## config.mk

```make
export PLATFORM = sky130hd
export DESIGN_NAME = lpw_timer
export DESIGN_NICKNAME = d
export VERILOG_FILES = /design/src/rtl/lpw_pkg.sv /design/src/rtl/lpw_regs.sv /design/src/rtl/lpw_prescaler.sv /design/src/rtl/lpw_counter.sv /design/src/rtl/lpw_timer.sv
export SDC_FILE = /design/constraint.sdc
export NUM_CORES = 1
export LEC_CHECK = 0
export ABC_AREA = 1
export ABC_CLOCK_PERIOD_IN_PS = 1550
export BUFFER_PORTS_ARGS = -buffer_cell sky130_fd_sc_hd__buf_2
export CAP_MARGIN = 20
export CORE_MARGIN = 2
export CORE_UTILIZATION = 55
export CTS_CLUSTER_SIZE = 30
export DETAILED_ROUTE_END_ITERATION = 8
export GPL_TIMING_DRIVEN = 0
export PLACE_DENSITY = 0.77
export SYNTH_ARGS = -nofsm -noshare
export SYNTH_HDL_FRONTEND = slang
export SYNTH_SLANG_ARGS = --single-unit
```

## constraint.sdc

```tcl
create_clock -name clk -period 1.55 [get_ports clk]
set_clock_uncertainty 0.05 [all_clocks]
set_input_delay 0.155 -clock clk [delete_from_list [all_inputs] [get_ports clk]]
set_output_delay 0.155 -clock clk [all_outputs]
set_load 0.01 [all_outputs]
```

## src/rtl/lpw_pkg.sv

```systemverilog
package lpw_pkg;

    localparam int DATA_W      = 8;
    localparam int CODE_W      = 3;
    localparam int ADDR_W      = 2;
    localparam int MASK_EN_BIT = 6;
    localparam int PRE_W       = (1 << CODE_W) - 1;

    typedef enum logic [ADDR_W-1:0] {
        A_PRESET = 2'd0,
        A_CTRL   = 2'd1,
        A_MASK   = 2'd2,
        A_STAT   = 2'd3
    } reg_addr_e;

    typedef struct packed {
        logic [DATA_W-1:0] preset;
        logic [CODE_W-1:0] code;
        logic [DATA_W-1:0] mask;
    } cfg_t;

    // terminal value of the prescaler count for a given select code
    function automatic logic [PRE_W-1:0] ratio_limit(input logic [CODE_W-1:0] c);
        logic [PRE_W:0] one_hot;
        one_hot = (PRE_W+1)'(1) << c;
        return PRE_W'(one_hot - (PRE_W+1)'(1));
    endfunction

endpackage

```

## src/rtl/lpw_regs.sv

```systemverilog
module lpw_regs
    import lpw_pkg::*;
(
    input  logic              clk,
    input  logic              rst,
    input  logic              wr_en,
    input  logic [ADDR_W-1:0] wr_addr,
    input  logic [DATA_W-1:0] wr_data,
    input  logic [ADDR_W-1:0] rd_addr,
    input  logic              pend_set,
    output cfg_t              cfg,
    output logic              pend,
    output logic              ctrl_wr,
    output logic              clr_req,
    output logic [DATA_W-1:0] rd_data
);

    reg_addr_e wsel;
    reg_addr_e rsel;

    assign wsel    = reg_addr_e'(wr_addr);
    assign rsel    = reg_addr_e'(rd_addr);
    assign ctrl_wr = wr_en && (wsel == A_CTRL);
    assign clr_req = wr_en && (wsel == A_STAT) && wr_data[0];

    always_ff @(posedge clk) begin
        if (rst) begin
            cfg <= '0;
        end else if (wr_en) begin
            case (wsel)
                A_PRESET: cfg.preset <= wr_data;
                A_CTRL:   cfg.code   <= wr_data[CODE_W-1:0];
                A_MASK:   cfg.mask   <= wr_data;
                default:  ;
            endcase
        end
    end

    // an expiry in the same cycle as a clear wins
    always_ff @(posedge clk) begin
        if (rst)           pend <= 1'b0;
        else if (pend_set) pend <= 1'b1;
        else if (clr_req)  pend <= 1'b0;
    end

    always_comb begin
        rd_data = '0;
        case (rsel)
            A_PRESET: rd_data = cfg.preset;
            A_CTRL:   rd_data = DATA_W'(cfg.code);
            A_MASK:   rd_data = cfg.mask;
            A_STAT:   rd_data = DATA_W'(pend);
            default:  rd_data = '0;
        endcase
    end

endmodule

```

## src/rtl/lpw_prescaler.sv

```systemverilog
module lpw_prescaler
    import lpw_pkg::*;
(
    input  logic              clk,
    input  logic              rst,
    input  logic              run_en,
    input  logic              restart,
    input  logic [CODE_W-1:0] code,
    output logic              tick
);

    logic [PRE_W-1:0] pcnt;
    logic [PRE_W-1:0] lim;

    assign lim  = ratio_limit(code);
    assign tick = run_en && (pcnt == lim);

    always_ff @(posedge clk) begin
        if (rst || restart) begin
            pcnt <= '0;
        end else if (run_en) begin
            pcnt <= tick ? '0 : pcnt + PRE_W'(1);
        end
    end

endmodule

```

## src/rtl/lpw_counter.sv

```systemverilog
module lpw_counter
    import lpw_pkg::*;
(
    input  logic              clk,
    input  logic              rst,
    input  logic              tick,
    input  logic [DATA_W-1:0] preset,
    output logic              tc
);

    logic [DATA_W-1:0] cnt;

    assign tc = tick && (cnt == '0);

    // the preset is sampled only at the reload, never mid-count
    always_ff @(posedge clk) begin
        if (rst) begin
            cnt <= '0;
        end else if (tick) begin
            cnt <= (cnt == '0) ? preset : cnt - DATA_W'(1);
        end
    end

endmodule

```

## src/rtl/lpw_timer.sv

```systemverilog
module lpw_timer
    import lpw_pkg::*;
(
    input  logic              clk,
    input  logic              rst,
    input  logic              run_en,
    input  logic              wr_en,
    input  logic [ADDR_W-1:0] wr_addr,
    input  logic [DATA_W-1:0] wr_data,
    input  logic [ADDR_W-1:0] rd_addr,
    output logic [DATA_W-1:0] rd_data,
    output logic              irq,
    output logic              tc_pulse
);

    cfg_t cfg_q;
    logic pend_q;
    logic ctrl_wr;
    logic clr_req;
    logic tick;
    logic lpw_en;

    lpw_regs u_regs (
        .clk      (clk),
        .rst      (rst),
        .wr_en    (wr_en),
        .wr_addr  (wr_addr),
        .wr_data  (wr_data),
        .rd_addr  (rd_addr),
        .pend_set (tc_pulse),
        .cfg      (cfg_q),
        .pend     (pend_q),
        .ctrl_wr  (ctrl_wr),
        .clr_req  (clr_req),
        .rd_data  (rd_data)
    );

    lpw_prescaler u_pre (
        .clk     (clk),
        .rst     (rst),
        .run_en  (run_en),
        .restart (ctrl_wr),
        .code    (cfg_q.code),
        .tick    (tick)
    );

    lpw_counter u_cnt (
        .clk    (clk),
        .rst    (rst),
        .tick   (tick),
        .preset (cfg_q.preset),
        .tc     (tc_pulse)
    );

    assign lpw_en = cfg_q.mask[MASK_EN_BIT];
    assign irq    = pend_q & lpw_en;

endmodule

```

==> run_summary.xml <==
<?xml version="1.0" encoding="UTF-8"?>
<metrics>
  <group name="timing">
    <metric name="clock_period_minus_final_worst_setup_slack" unit="ns">1.85</metric>
    <metric name="unrepaired_setup_endpoints_after_global_routing" unit="">yes</metric>
    <metric name="timing.final.hold_violations" unit="">0</metric>
    <metric name="worst_pin_slew" unit="ns">0.490</metric>
    <metric name="final.hold.worst_slack" unit="ns">0.0109</metric>
    <metric name="final_max_slew_viols" unit="">0</metric>
    <metric name="slew_headroom" unit="%">67.2</metric>
    <metric name="total_setup_violations_reported_at_the_end_of_the_flow" unit="">9</metric>
    <metric name="period_share" unit="%">119</metric>
    <metric name="post_route_worst_setup_slack" unit="ns">-0.301</metric>
    <metric name="fmax" unit="MHz">540</metric>
  </group>
  <group name="detailed_routing">
    <metric name="residual_drc" unit="">0</metric>
    <metric name="num_vias" unit="">1973</metric>
    <metric name="routed_wirelength" unit="µm">4830</metric>
    <metric name="firstDrtPassIters" unit="">4</metric>
    <metric name="drt_iter0_markers" unit="">139</metric>
    <metric name="number_of_routed_nets_with_antenna_violations" unit="">0</metric>
    <metric name="routedWlPerCell" unit="µm">12.7</metric>
    <metric name="post_drt_via_cell_ratio" unit="">5.18</metric>
  </group>
  <group name="floorplanning">
    <metric name="die_h" unit="µm">62.8</metric>
    <metric name="floorplan.initialDensity" unit="%">57.0</metric>
    <metric name="floorplan.die.width" unit="µm">62.8</metric>
    <metric name="ioPinCount" unit="">26</metric>
    <metric name="row_count" unit="">21</metric>
    <metric name="overall_die_area" unit="µm²">3950</metric>
    <metric name="design.core.area" unit="µm²">3340</metric>
  </group>
  <group name="critical_path">
    <metric name="worstRegToRegCells" unit="">11</metric>
    <metric name="critical_path.n_buffers_inverters" unit="">2</metric>
    <metric name="ff2ff_setup_slack" unit="ns">-0.13</metric>
    <metric name="timing.critical_path.from" unit="">u_regs.cfg[9]</metric>
    <metric name="cpMaxStageDelayCell" unit="">sky130_fd_sc_hd__dfxtp_4</metric>
    <metric name="worst_r2r_endpoint" unit="">u_cnt.cnt[4]</metric>
    <metric name="timing.setup.critical_path_class" unit="">register to output pin</metric>
    <metric name="worst-path-stages" unit="">9</metric>
    <metric name="crit_path_cell_chain" unit="">nor2_4 &gt; nand2_1 &gt; nand2_1 &gt; nand2_1 &gt; nor2_2 &gt; nand3_2 &gt; buf_6 &gt; nor2_2 &gt; buf_2</metric>
    <metric name="worstPathArrival" unit="ns">1.65</metric>
    <metric name="worstPathRequired" unit="ns">1.34</metric>
    <metric name="crit-reg2reg-launch" unit="">u_regs.cfg[9]</metric>
    <metric name="crit_fanout" unit="">6</metric>
    <metric name="cpPeakStageDelay" unit="ns">0.39</metric>
    <metric name="timing.critical_path.to_type" unit="">output pin</metric>
    <metric name="path_delay_family" unit="">simple AND/OR/NAND/NOR gates</metric>
    <metric name="element_type_at_the_critical_path_start" unit="">register</metric>
    <metric name="crit_path_frequent_cell" unit="">sky130_fd_sc_hd__nand2_1</metric>
    <metric name="crit_end" unit="">tc_pulse</metric>
  </group>
  <group name="cts">
    <metric name="cts_sinks" unit="">35</metric>
    <metric name="cts_tree" unit="">done</metric>
    <metric name="cts-root-buf" unit="">sky130_fd_sc_hd__clkbuf_4</metric>
    <metric name="cts-buffers-inserted" unit="">5</metric>
    <metric name="cts_buffer_depth" unit="">2</metric>
    <metric name="max_h_tree_level" unit="">2</metric>
    <metric name="clk-insertion-delay-late" unit="ns">0.36</metric>
    <metric name="clock_input_transition_at_the_sequential_cells_of_the_worst_setup_and_hold_paths" unit="ns">0.12</metric>
  </group>
  <group name="yosys">
    <metric name="synthesis.area_per_instance" unit="µm²">6.50</metric>
    <metric name="synth-warning-count" unit="">0</metric>
    <metric name="synthDistinctLibCells" unit="">26</metric>
    <metric name="synthCells" unit="">293</metric>
    <metric name="post_synth_main_area_contributors" unit="">sky130_fd_sc_hd__dfxtp_1, sky130_fd_sc_hd__nand2_1, sky130_fd_sc_hd__nor2_1, sky130_fd_sc_hd__o21ai_0, sky130_fd_sc_hd__inv_1</metric>
    <metric name="yosysSeqAreaShare" unit="%">36.8</metric>
    <metric name="synth.ff_latch_count" unit="">35</metric>
    <metric name="synth_top_area_share" unit="%">36.8</metric>
    <metric name="syn-num-nets" unit="">312</metric>
    <metric name="yosysTopAreaCell" unit="">sky130_fd_sc_hd__dfxtp_1</metric>
    <metric name="syn-cell-area" unit="µm²">1900</metric>
  </group>
  <group name="placement">
    <metric name="dpl.hpwl" unit="µm">3370</metric>
    <metric name="pre_cts_ws" unit="ns">-0.0600</metric>
    <metric name="io_buffer_count" unit="">24</metric>
    <metric name="routability_cong" unit="">0.996</metric>
  </group>
  <group name="grt">
    <metric name="antenna_found_initial" unit="">0</metric>
    <metric name="grt_util_all_layers" unit="%">26.0</metric>
    <metric name="grt_pass1_vias" unit="">1770</metric>
    <metric name="grt_first_pass_wirelength" unit="µm">8020</metric>
    <metric name="grt_max_degree" unit="">12</metric>
    <metric name="grt.overflow.total" unit="">0</metric>
  </group>
  <group name="pwr">
    <metric name="peakVddDrop" unit="µV">735</metric>
    <metric name="cellPowerDensity" unit="nW/µm²">1060</metric>
    <metric name="p_leak" unit="nW">1.06</metric>
  </group>
  <group name="hold_path">
    <metric name="whs_path_depth" unit="">3</metric>
    <metric name="timing.hold.worst.class" unit="">input pin to register</metric>
  </group>
  <group name="run">
    <metric name="maxCapViolations" unit="">0</metric>
  </group>
  <group name="status">
    <metric name="violations_in_the_final_reports" unit="">setup timing</metric>
    <metric name="outcome" unit="">finished, violations left</metric>
  </group>
  <group name="final_layout">
    <metric name="syn2layout_area_growth" unit="%">23.1</metric>
    <metric name="n_antenna_cell" unit="">0</metric>
    <metric name="finish.net_count" unit="">353</metric>
    <metric name="final_layout_size_suffix_gt1_share" unit="%">23.0</metric>
  </group>
</metrics>
through the flow:
stage / setup TNS [ns] / instances / cell area [µm²] / power [mW] / util, %
3_3_place_gp: -0.0732 / 363 / 2080 / 1.78 / 62.4
5_1_grt: -1.80 / 381 / 2340 / 2.67 / 70.2
2_1_floorplan: 0 / 293 / 1900 / 1.62 / -
4_1_cts: -0.809 / 378 / 2230 / 2.32 / 66.7
3_5_place_dp: -0.148 / 363 / 2080 / 1.80 / 62.4
6_report: -1.12 / 381 / 2340 / 2.50 / 70.2
placed cells by master, fill, tap and decap left out, drive strengths merged, types with 2 or more instances in the layout:
cell type  count
a21oi         17
a22o           2
buf           33
clkbuf        10
dfxtp         35
ha             3
inv           37
nand2         65
nand3         17
nand4          6
nor2          57
nor3           5
o211ai         2
o21ai         31
xor2           7
timing repair:
item,CTS,global route
resized for setup,15,32
endpoints found under the hold margin,1,0
pin swaps,7,12
buffers inserted,8,4
cloned,1,1
hold buffers,1,0
endpoints found under the setup margin,8,16
final cells by class:
| cell class | count | area [µm²] |
|---|---|---|
| Clock inverter | 2 | 12.5 |
| Fill cell | 316 | 993 |
| Multi-Input combinational cell | 217 | 1150 |
| Sequential cell | 35 | 713 |
| Tap cell | 46 | 57.6 |
| Buffer | 5 | 27.5 |
| Clock buffer | 6 | 41.3 |
| Timing Repair Buffer | 33 | 198 |
| Inverter | 37 | 144 |
how the worst min path moves through the flow:
stage          startpoint              to  slack, ns
2_1_floorplan  wr_data[0]  u_regs.cfg[11]       0.24
3_3_place_gp   wr_data[7]  u_regs.cfg[18]       0.36
3_5_place_dp   wr_data[7]  u_regs.cfg[18]       0.36
4_1_cts        wr_data[3]   u_regs.cfg[3]      0.009
5_1_grt        wr_data[6]   u_regs.cfg[6]       0.03
6_report       wr_data[3]   u_regs.cfg[3]       0.01
sequential cells by signal, summed over array words and instances, names as in the netlist:
signal       cells
u_cnt.cnt        8
u_regs.pend      1
u_regs.cfg      19
u_pre.pcnt       7
worst register-to-register path: cells and delay by family (launching register included):
| kind | cells | cell delay, ns |
|---|---|---|
| buffers and inverters | 3 | 0.41 |
| AO/OA/AOI/OAI | 1 | 0.11 |
| AND/OR/NAND/NOR | 7 | 0.64 |
| flip-flops | 1 | 0.39 |
per-layer routing:
| metal | track usage [%] | part of all wire [%] |
|---|---|---|
| met5 | 0 | 0 |
| met4 | 11.4 | 2.2 |
| met2 | 40.6 | 46 |
| met1 | 33.9 | 46 |
| met3 | 6.67 | 5.3 |
cell usage after synthesis:
cell and n:
sky130_fd_sc_hd__nand2_1 65, sky130_fd_sc_hd__nor3_1 4, sky130_fd_sc_hd__o21bai_1 1, sky130_fd_sc_hd__nor3_2 1, sky130_fd_sc_hd__nand3_1 15, sky130_fd_sc_hd__ha_1 3, sky130_fd_sc_hd__clkbuf_1 3, sky130_fd_sc_hd__o21ai_0 29
sky130_fd_sc_hd__xor2_1 7, sky130_fd_sc_hd__a22o_1 2, sky130_fd_sc_hd__inv_1 37, sky130_fd_sc_hd__o211ai_1 2, sky130_fd_sc_hd__xnor2_1 1, sky130_fd_sc_hd__or2_2 1, sky130_fd_sc_hd__clkbuf_2 1, sky130_fd_sc_hd__a21boi_0 1
sky130_fd_sc_hd__nand4_1 6, sky130_fd_sc_hd__nor2_1 54, sky130_fd_sc_hd__o21a_1 1, sky130_fd_sc_hd__nor2_2 1, sky130_fd_sc_hd__buf_6 1, sky130_fd_sc_hd__o21ai_1 2, sky130_fd_sc_hd__nand3_2 2, sky130_fd_sc_hd__dfxtp_1 35
sky130_fd_sc_hd__nor2_4 1, sky130_fd_sc_hd__a21oi_1 17
where the power goes:
part	internal, mW	leakage, nW	switching (mW)	total, mW
Combinational	0.390	0.742	0.563	0.953
Clock	0.175	0.0282	0.325	0.500
Sequential	0.968	0.289	0.0740	1.04
Total	1.53	1.06	0.962	2.50
cells by family after synthesis:
logic type	Yosys count	share of synthesized area, %
AOI/OAI and AO/OA	55	15.5
xor gates and xnor gates	8	3.68
buffers and inverters	42	8.74
DFF	35	36.8
adders and majority gates	3	1.97
and+or+nand+nor	150	33.3
No activity file was read; power rests on OpenSTA's default activity.
